## config.mk

```make
export PLATFORM = sky130hd
export DESIGN_NAME = boot_lock_guard
export DESIGN_NICKNAME = d
export VERILOG_FILES = /design/src/rtl/boot_lock_pkg.sv /design/src/rtl/lock_flags.sv /design/src/rtl/region_match.sv /design/src/rtl/id_status.sv /design/src/rtl/boot_lock_guard.sv
export SDC_FILE = /design/constraint.sdc
export NUM_CORES = 1
export LEC_CHECK = 0
export BUFFER_PORTS_ARGS = -buffer_cell sky130_fd_sc_hd__buf_2
export CORE_AREA = 2 2 39 41
export CTS_CLUSTER_DIAMETER = 30
export DETAILED_ROUTE_END_ITERATION = 8
export DIE_AREA = 0 0 41 43
export PLACE_DENSITY = 0.77
export SYNTH_ARGS = -nofsm -noshare
export SYNTH_HDL_FRONTEND = slang
export SYNTH_SLANG_ARGS = --single-unit
```

## constraint.sdc

```tcl
create_clock -name clk -period 2 [get_ports clk]
set_clock_uncertainty 0.15 [all_clocks]
set_input_delay 0.1 -clock clk [delete_from_list [all_inputs] [get_ports clk]]
set_output_delay 0.1 -clock clk [all_outputs]
set_load 0.005 [all_outputs]
```

## src/rtl/boot_lock_pkg.sv

```systemverilog
`timescale 1ns/1ps
package boot_lock_pkg;
  typedef enum logic [1:0] {
    OP_PROG       = 2'b00,
    OP_PAGE_ERASE = 2'b01,
    OP_CHIP_ERASE = 2'b10,
    OP_RSVD       = 2'b11
  } req_op_e;

  localparam int unsigned N_REGIONS = 2;  // index 0: low region, 1: high region
endpackage

```

## src/rtl/lock_flags.sv

```systemverilog
`timescale 1ns/1ps
module lock_flags #(
  parameter int unsigned N = 2
) (
  input  logic         clk,
  input  logic         rst_n,
  input  logic [N-1:0] set_i,
  output logic [N-1:0] lock_o
);
  for (genvar g = 0; g < N; g++) begin : g_flag
    always_ff @(posedge clk or negedge rst_n) begin
      if (!rst_n)        lock_o[g] <= 1'b0;
      else if (set_i[g]) lock_o[g] <= 1'b1;
    end


    lock_sticky_chk: assert property (@(posedge clk) disable iff (!rst_n)
      $past(rst_n) && $past(lock_o[g]) |-> lock_o[g]);

    lock_arm_chk: assert property (@(posedge clk) disable iff (!rst_n)
      $past(rst_n) && $past(set_i[g]) |-> lock_o[g]);
  end
endmodule

```

## src/rtl/region_match.sv

```systemverilog
`timescale 1ns/1ps
module region_match #(
  parameter int unsigned PG_W       = 5,
  parameter int unsigned BOOT_PAGES = 4,
  parameter bit          HIGH_END   = 1'b0
) (
  input  logic [PG_W-1:0] page_i,
  output logic            hit_o
);
  localparam int unsigned NUM_PAGES = 1 << PG_W;

  if (HIGH_END) begin : g_high
    localparam logic [PG_W-1:0] FIRST = PG_W'(NUM_PAGES - BOOT_PAGES);
    assign hit_o = (page_i >= FIRST);
  end else begin : g_low
    localparam logic [PG_W-1:0] LAST = PG_W'(BOOT_PAGES - 1);
    assign hit_o = (page_i <= LAST);
  end
endmodule

```

## src/rtl/id_status.sv

```systemverilog
`timescale 1ns/1ps
module id_status #(
  parameter int unsigned         ADDR_W = 17,
  parameter int unsigned         N      = 2,
  parameter logic [ADDR_W-1:0]   LO_ID  = '0,
  parameter logic [ADDR_W-1:0]   HI_ID  = '1
) (
  input  logic              clk,
  input  logic              rst_n,
  input  logic              rd_en,
  input  logic [ADDR_W-1:0] rd_addr,
  input  logic [N-1:0]      lock_i,
  output logic              rd_valid,
  output logic [7:0]        rd_data
);
  logic [7:0] byte_d;

  always_comb begin
    byte_d = '0;
    if (rd_addr == LO_ID) byte_d[0] = lock_i[0];
    if (rd_addr == HI_ID) byte_d[1] = lock_i[N-1];
  end

  always_ff @(posedge clk or negedge rst_n) begin
    if (!rst_n) begin
      rd_valid <= 1'b0;
      rd_data  <= '0;
    end else begin
      rd_valid <= rd_en;
      rd_data  <= rd_en ? byte_d : 8'h00;
    end
  end


  id_upper_zero_chk: assert property (@(posedge clk) disable iff (!rst_n)
    rd_valid |-> (rd_data[7:2] == 6'd0));

  id_follow_chk: assert property (@(posedge clk) disable iff (!rst_n)
    $past(rst_n) |-> (rd_valid == $past(rd_en)));
endmodule

```

## src/rtl/boot_lock_guard.sv

```systemverilog
`timescale 1ns/1ps
module boot_lock_guard
  import boot_lock_pkg::*;
#(
  parameter int unsigned ADDR_W     = 17,
  parameter int unsigned PAGE_BITS  = 12,
  parameter int unsigned BOOT_PAGES = 4
) (
  input  logic              clk,
  input  logic              rst_n,
  input  logic              set_lo_lock,
  input  logic              set_hi_lock,
  input  logic              req_valid,
  output logic              req_ready,
  input  logic [1:0]        req_op,
  input  logic [ADDR_W-1:0] req_addr,
  output logic              resp_valid,
  output logic              resp_accept,
  input  logic              id_rd_en,
  input  logic [ADDR_W-1:0] id_rd_addr,
  output logic              id_rd_valid,
  output logic [7:0]        id_rd_data
);
  localparam int unsigned       PG_W  = ADDR_W - PAGE_BITS;
  localparam logic [ADDR_W-1:0] LO_ID = ADDR_W'(2);
  localparam logic [ADDR_W-1:0] HI_ID = ADDR_W'((1 << ADDR_W) - 14);

  logic [N_REGIONS-1:0] lock;
  logic [N_REGIONS-1:0] hit;
  logic [PG_W-1:0]      page;
  logic                 take;
  logic                 allow;
  req_op_e              op;
  wire                  unused_low_addr = ^req_addr[PAGE_BITS-1:0];

  assign req_ready = rst_n;
  assign take      = req_valid & req_ready;
  assign page      = req_addr[ADDR_W-1:PAGE_BITS];
  assign op        = req_op_e'(req_op);

  lock_flags #(.N(N_REGIONS)) flags_i (
    .clk    (clk),
    .rst_n  (rst_n),
    .set_i  ({set_hi_lock, set_lo_lock}),
    .lock_o (lock)
  );

  for (genvar g = 0; g < N_REGIONS; g++) begin : g_region
    region_match #(
      .PG_W       (PG_W),
      .BOOT_PAGES (BOOT_PAGES),
      .HIGH_END   (g == N_REGIONS - 1)
    ) match_i (
      .page_i (page),
      .hit_o  (hit[g])
    );
  end

  always_comb begin
    unique case (op)
      OP_PROG, OP_PAGE_ERASE: allow = ~|(hit & lock);
      OP_CHIP_ERASE:          allow = ~|lock;
      default:                allow = 1'b0;
    endcase
  end

  always_ff @(posedge clk or negedge rst_n) begin
    if (!rst_n) begin
      resp_valid  <= 1'b0;
      resp_accept <= 1'b0;
    end else begin
      resp_valid  <= take;
      resp_accept <= take & allow;
    end
  end

  id_status #(
    .ADDR_W (ADDR_W),
    .N      (N_REGIONS),
    .LO_ID  (LO_ID),
    .HI_ID  (HI_ID)
  ) status_i (
    .clk      (clk),
    .rst_n    (rst_n),
    .rd_en    (id_rd_en),
    .rd_addr  (id_rd_addr),
    .lock_i   (lock),
    .rd_valid (id_rd_valid),
    .rd_data  (id_rd_data)
  );


  resp_follows_take_chk: assert property (@(posedge clk) disable iff (!rst_n)
    resp_valid |-> $past(req_valid && req_ready));

  take_gets_resp_chk: assert property (@(posedge clk) disable iff (!rst_n)
    (req_valid && req_ready) |=> resp_valid);

  chip_erase_lock_chk: assert property (@(posedge clk) disable iff (!rst_n)
    resp_valid && $past(req_op) == OP_CHIP_ERASE && $past(|lock) |-> !resp_accept);

  locked_page_chk: assert property (@(posedge clk) disable iff (!rst_n)
    resp_valid && $past(req_op) != OP_CHIP_ERASE && $past(|(hit & lock)) |-> !resp_accept);

  reserved_op_chk: assert property (@(posedge clk) disable iff (!rst_n)
    resp_valid && $past(req_op) == OP_RSVD |-> !resp_accept);

  accept_only_with_valid_chk: assert property (@(posedge clk) disable iff (!rst_n)
    resp_accept |-> resp_valid);
endmodule

```

# After elaboration in Yosys (flattened, before gate mapping)
# Index checks and enable logic that the tools add are counted.
[op_classes]
order_cmp = 2
n_eq_ne = 4
n_mux = 4
n_bitwise = 3
reduce_logical = 6
[op_table]
columns = ["operator", "count"]
rows = [
  ["17-bit equality test, second input constant", 1],
  ["17-bit by 2-bit equality test with 1-bit output, second input constant", 1],
  ["2-bit OR reduction", 3],
  ["5-bit >= comparator, second input constant", 1],
  ["5-bit by 2-bit less-or-equal comparator with 1-bit output, second input constant", 1],
  ["1-bit bitwise AND", 2],
  ["2-bit bitwise AND", 1],
  ["2-bit by 1-bit equality test with 1-bit output, second input constant", 1],
  ["2-bit equality test, second input constant", 1],
  ["1-bit logical NOT", 2],
  ["2-bit logical NOT", 1],
  ["1-bit 2-to-1 mux", 2],
  ["2-bit 2-to-1 mux", 1],
  ["1-bit case mux with 2 select lines", 1],
]
[word_totals]
ff_bits = 13
input_bits = 42
wordCells = 25

# Logic depth before layout (Yosys ltp)
# Gate-level depths: netlist of run 1.
[depth]
depth_word = 6
mapped_depth = 3
ltp_nobuf = 3

# By module
# From an unflattened synthesis of run 1, not the netlist that was laid out.
[hier_totals]
cells_unflattened = 37
area_unflattened_um2 = 381.6
[modules_own_cells]
columns = ["mod", "instances", "cells_each", "area_per_inst_um2", "seq_area_each_um2"]
rows = [
  ["id_status", 1, 23, 216.5, 75.1],
  ["boot_lock_guard", 1, 8, 86.3, 50.0],
  ["lock_flags", 1, 4, 62.6, 50.0],
  ["region_match (g_region[0].match_i)", 1, 1, 10.0, 0.0],
  ["region_match (g_region[1].match_i)", 1, 1, 6.3, 0.0],
]

# Least setup slack after synthesis of run 1
# No wires, ideal clock.
[synth_timing]
kind = "flip-flop to flip-flop"
from = "register flags_i.lock_o[0]"
to = "register resp_accept"
setup_ns = 0.088
t_arrival_ns = 0.733
required_ns = 1.762
slack_ns = 1.029
path_stages_with_launch = 4
path_cell_list = "dfrtp_1 o21ai_0 a21oi_1 nor3b_1"
[synth_via]
elab_chain_cells = 5
word_cells_on_any_way = 7
cone_classes = "mux: 1; bitwise: 2; reduce/logical: 4"
[synth_lines]
columns = ["item", "line", "source"]
rows = [
  ["start, declared", "lock_flags.sv:8", "output logic [N-1:0] lock_o"],
  ["start signal, assigned by index", "lock_flags.sv:12", "if (!rst_n) lock_o[g] <= 1'b0;"],
  ["start signal, assigned by index", "lock_flags.sv:13", "else if (set_i[g]) lock_o[g] <= 1'b1;"],
  ["2-bit bitwise AND", "boot_lock_guard.sv:61", "OP_PROG, OP_PAGE_ERASE: allow = ~|(hit & lock);"],
  ["2-bit OR reduction", "boot_lock_guard.sv:61", ""],
  ["1-bit logical NOT", "boot_lock_guard.sv:61", ""],
  ["1-bit case mux with 2 select lines *", "boot_lock_guard.sv:60", "unique case (op)"],
  ["1-bit bitwise AND *", "boot_lock_guard.sv:73", "resp_accept <= take & allow;"],
  ["end signal, assigned", "boot_lock_guard.sv:73", ""],
  ["end, declared", "boot_lock_guard.sv:18", "output logic resp_accept,"],
]
# Every way passes the cells marked *; elsewhere a longest branch is shown, timed or not.
# A chain may end at the register's enable or synchronous reset.

# Worst setup path after layout of run 1
[layout_timing]
from = "input port id_rd_addr[8]"
to = "register status_i.rd_data[0]"
[layout_via]
elab_chain_cells = 3
[layout_lines]
columns = ["item", "line", "source"]
rows = [
  ["start, declared", "boot_lock_guard.sv:20", "input logic [ADDR_W-1:0] id_rd_addr,"],
  ["17-bit by 2-bit equality test with 1-bit output", "id_status.sv:20", "if (rd_addr == LO_ID) byte_d[0] = lock_i[0];"],
  ["1-bit 2-to-1 mux", "id_status.sv:20", ""],
  ["2-bit 2-to-1 mux", "id_status.sv:30", "rd_data <= rd_en ? byte_d : 8'h00;"],
  ["end signal, assigned", "id_status.sv:30", ""],
  ["end, declared", "id_status.sv:14", "output logic [7:0] rd_data"],
]
# Every way passes these cells.

==> reports/qor.yml, run 1 <==
outcome: "completed"
setup_viol: 0
ys_ff_latch: 7
fin_nets: 135
io_buffer_count: 33
crit_path_max_incr_delay_ps: 610
path_class: "in -> reg"
grt_overflow: 0
netlist_area_um2: 379
r2r_end: "status_i.rd_data[0]"
static-leakage-power_nw: 0.372
hpwl_um: 727
grt_pass1_wl_mm: 2.01
antenna_found_initial: 0
post-cts-setup-buffers: 0
synthTopCellsByArea: "dfrtp_1 46%, buf_4 14%, nand4_1 5.0%"
hold_path_class: "in -> reg"
fin_setup_tns_ps: 0
path_max_fanout: 2
path_clk_slew_ps: 50
rr_worst_depth: 4
vias_per_cell: 4.39
reg2reg_slack_ps: 370
placed_area_um2: 531
min_period_over_period: 0.930
synth_cell_type_count: 19
rsz0062_at_grt: "no"
coreArea_mm2: 0.00138
synth_top_cell_by_area: "dfrtp_1"
ant_nets: 0
final_cell_mix: "33 x buf_2, 20 x dlygate4sd3_1, 7 x dfrtp_1"
grt_pass1_vias: 533
hold_end: "status_i.rd_data[0]"
layout-drive-gt1-share: 0.435
post-route-drc-count: 0
crit_required_ps: 2030
hold_viol_final: 0
powerDensity_mw_per_mm2: 458
yosysTopAreaCellShare: 0.462
clk_path_buf_depth: 2
drt_iter0_drc: 4
min_from: "id_rd_addr[2]"
finalInstanceArea_um2: 757
whs_path_depth: 4
cts_root_buffer: "clkbuf_4"
ys_warn_count: 0
via_count: 474
grt_max_degree: 10
routed_wl_mm: 1.23
drt_first_pass_iters: 3
maxSlewViolCount: 0
grt_use_total: 0.176
mostFrequentLayoutCell: "buf_2"
cp-end-kind: "flop"
drt-wirelength-per-cell_um: 11.4
io_pins: 54
die_h_um: 43
tritoncts: "built"
startpoint: "id_rd_addr[8]"
seq_area_frac_synth: 0.462
cts_buffers: 3
rows: 14
netlist_instances: 37
dieWidth_um: 41
startpoint_type: "primary input"
critPathArrivalTime_ps: 1890
synth.avg_cell_area_um2: 10.2
critical_path.slowest_cell: "dlygate4sd3_1"
clkSinkCount: 7
peakVddDrop_mv: 0.278
min_period_ps: 1860
cp_cell_sequence: "dlygate4sd3_1 > buf_2 > nor4b_1 > dlygate4sd3_1 > nand4_1 > nor2_1"
cpMostUsedCell: "dlygate4sd3_1"
area_delta_synth_final_pct: 99.7
maxCapViolCount: 0
htreeDepth: 1
antennaDiodeCount: 0
rr_startpoint: "flags_i.lock_o[0]"
gp_congestion: 0.643
fmax_ghz: 0.538
fillerInstances: 134
clock_latency_ps: 250
dieArea_mm2: 0.00176
initial_core_util: 0.274
==> registers in the layout, indices dropped and copies added, names as in the netlist <==
| name | count |
|---|---|
| resp_accept | 1 |
| flags_i.lock_o | 2 |
| status_i.rd_data | 2 |
| resp_valid | 1 |
| status_i.rd_valid | 1 |
==> power by group <==
group	leakage, nW	internal [W]	switching (W)	total, W
sequential	0.0836	0.000145	0.000000534	0.000145
clock	0.0150	0.0000759	0.0000485	0.000124
combinational	0.274	0.0000482	0.0000290	0.0000773
total	0.372	0.000269	0.0000781	0.000347
==> area by class of cell <==
type / instances / area (µm²) / area share
sequential: 7 / 175 / 0.231
inverter: 1 / 3.75 / 0.00496
tap: 16 / 20.0 / 0.0264
clock buffer: 4 / 26.3 / 0.0347
multi-input combinational: 27 / 166 / 0.220
timing repair buffer: 53 / 365 / 0.483
==> worst max path at each step <==
| stage | cells past startpoint | slack (ps) | end |
|---|---|---|---|
| floorplan | 3 | 1030 | resp_accept |
| CTS | 6 | 210 | status_i.rd_data[0] |
| detailed placement | 3 | 880 | status_i.rd_data[0] |
| finish | 6 | 140 | status_i.rd_data[0] |
| global placement | 4 | 910 | status_i.rd_data[1] |
| global route | 6 | 30 | status_i.rd_data[0] |
==> stage by stage <==
stage                     hold WS, ps  total power, W  cells   util  worst slack, ps
final                            17.0        0.000347    108  0.547              140
after global routing             28.5        0.000370    108  0.547             33.4
after CTS                        2.07        0.000349    108  0.547              214
after detailed placement         -202        0.000196     84  0.383              879
after global placement           -204        0.000194     84  0.383              914
after floorplan                  -346        0.000169     42      -             1030
==> critical path: cells and delay by family <==
kind	cells	cell delay, ps
buf+inv	3	1290
simple gates	3	510
==> per-layer routing <==
metal | wire, µm | GRT usage | vias up
li1 | - | - | 231
met1 | 384 | 0.132 | 217
met4 | 0 | 0.0800 | 0
met2 | 721 | 0.334 | 26
met3 | 122 | 0.0785 | 0
met5 | 0 | 0 | -
==> timing repair <==
action	CTS	global route
hold buffers	20	0
endpoints found under the hold margin	13	0
gates resized for setup	0	0
==> logic make-up (layout without fill, tap and decap cells) <==
family | count (synthesis) | count (layout) | synth area share
and+or+nand+nor | 18 | 18 | 0.337
other | 1 | 6 | 0.00989
buffers and inverters | 8 | 58 | 0.149
AOI/OAI and AO/OA | 3 | 3 | 0.0429
DFF | 7 | 7 | 0.462
==> synthesized netlist by cell type <==
library cell and number:
conb_1 1, and4_1 1, inv_1 1, nor4_1 2, nor3b_1 1, nand2_1 1
and2_1 1, a31oi_1 1, nor4b_1 2, nand3_1 1, nor2_1 2, buf_4 7
dfrtp_1 7, nor4b_2 1, nand4_1 3, o21ai_0 1, a21oi_1 1, or2_2 2
nor4_2 1
No activity file was read; power rests on OpenSTA's default activity.
==> inputs of run 2 (changes only) <==
Settings changed: GPL_TIMING_DRIVEN set to 0, MAX_ROUTING_LAYER set to met4, SKIP_CTS_REPAIR_TIMING set to 1.
==> run 2 against run 1 <==
Compared with the run above:
- sequential power hardly changed
- critical path type unchanged
- combinational power up 4.0%
- setup slack gained 71 ps
- maximum frequency grew 4.0%
==> reports/qor.yml, run 2 (same netlist as run 1, synthesis figures left out) <==
maxCapViolCount: 0
fin_setup_tns_ps: 0
via_count: 473
grt_overflow: 0
area_delta_synth_final_pct: 103
htreeDepth: 1
gp_congestion: 0.648
fin_nets: 138
coreArea_mm2: 0.00138
mostFrequentLayoutCell: "buf_2"
dieWidth_um: 41
crit_required_ps: 2000
path_class: "in -> reg"
grt_pass1_vias: 369
hpwl_um: 734
fmax_ghz: 0.559
maxSlewViolCount: 0
die_h_um: 43
ff_latch_area_um2: 175
vias_per_cell: 4.26
routed_wl_mm: 1.08
antennaDiodeCount: 0
path_max_fanout: 2
dpl_worst_slack_ps: 857
use_met2: 0.181
final_cell_mix: "33 x buf_2, 16 x dlygate4sd3_1, 7 x buf_4, 7 x dfrtp_1, 6 x conb_1"
clock_latency_ps: 240
dp.cells: 91
crit_path_max_incr_delay_ps: 570
crit_family: "buffers and inverters"
io_buffer_count: 33
critPathBufInv: 3
tritoncts: "built"
static-leakage-power_nw: 0.393
top_regs: "flags_i.lock_o: 2 flops, status_i.rd_data: 2 flops"
critical_path.slowest_cell: "dlygate4sd3_1"
clk_path_buf_depth: 2
final_cells: 111
path_clk_slew_ps: 50
dieArea_mm2: 0.00176
grtUsageMet3: 0.0733
cts_root_buffer: "clkbuf_4"
whs_path_depth: 4
drt_iter0_drc: 1
initial_core_util: 0.274
io_pins: 54
cp_cell_sequence: "dlygate4sd3_1 > buf_2 > and4_1 > nand3_1 > dlygate4sd3_1 > nor4_2"
clkSinkCount: 7
critPathArrivalTime_ps: 1790
cp-end-kind: "flop"
cpMostUsedCell: "dlygate4sd3_1"
drt-wirelength-per-cell_um: 9.75
hold_path_class: "in -> reg"
powerDensity_mw_per_mm2: 449
grt-busiest-layer: "met2"
rr_worst_depth: 3
grt_use_total: 0.114
post-route-drc-count: 0
grt_pass1_wl_mm: 1.28
cts_buffers: 3
grt_util_met1: 0.0957
critical_path_cell_count: 6
rsz0062_at_grt: "no"
peakVddDrop_mv: 0.273
multiInputGateArea_um2: 166
rows: 14
layout-drive-gt1-share: 0.495
antenna_found_initial: 0
ant_nets: 0
power.total_w: 0.000345
drt_first_pass_iters: 2
hold_viol_final: 0
whs_ps: 5.06
startpoint_type: "primary input"
layout_setup_ws_ps: 212
min_period_ps: 1790
fillerInstances: 128
setup_viol: 0
grt_max_degree: 10
min_period_over_period: 0.894
outcome: "completed"
run 2: final timing paths:
kind / endpoint / slack, ps / start
setup reg to reg: status_i.rd_data[0] / 880 / flags_i.lock_o[0]
hold reg to reg: flags_i.lock_o[1] / 360 / flags_i.lock_o[1]
setup / recovery: status_i.rd_data[1] / 210 / id_rd_addr[12]
max in group asynchronous: flags_i.lock_o[1] / 1460 / rst_n
hold / removal: status_i.rd_data[0] / 5 / id_rd_addr[16]
min in group asynchronous: resp_valid / 70 / rst_n
run 2: where the power goes:
group / switching, W / internal, W / leakage, nW
clock: 0.0000439 / 0.0000756 / 0.0150
sequential: 0.000000531 / 0.000145 / 0.0836
combinational: 0.0000283 / 0.0000521 / 0.295
total: 0.0000727 / 0.000273 / 0.393
run 2: metrics by stage:
step | utilization | instance area [µm²]
3_3_place_gp | 0.421 | 583
3_5_place_dp | 0.421 | 583
6_report | 0.556 | 769
5_1_grt | 0.556 | 769
2_1_floorplan | - | 398
4_1_cts | 0.440 | 609
run 2: per-layer routing:
metal / vias to the layer above / wire (µm) / share of wire
met2: 26 / 599 / 0.55
met1: 207 / 356 / 0.33
li1: 240 / - / -
met4: 0 / 0 / 0
met3: 0 / 126 / 0.12
met5: - / 0 / 0
run 2: area by class of cell:
type                       count  area share
buffer                         7      0.0683
clock buffer                   4      0.0341
multi-input combinational     27       0.216
inverter                       1     0.00488
timing repair buffer          49       0.423
sequential                     7       0.228
tap                           16      0.0260
run 2: worst reg2reg max path: cells and delay by family, from the launching register on:
kind          cells  cell delay (ps)
flops             1              370
simple gates      3              550
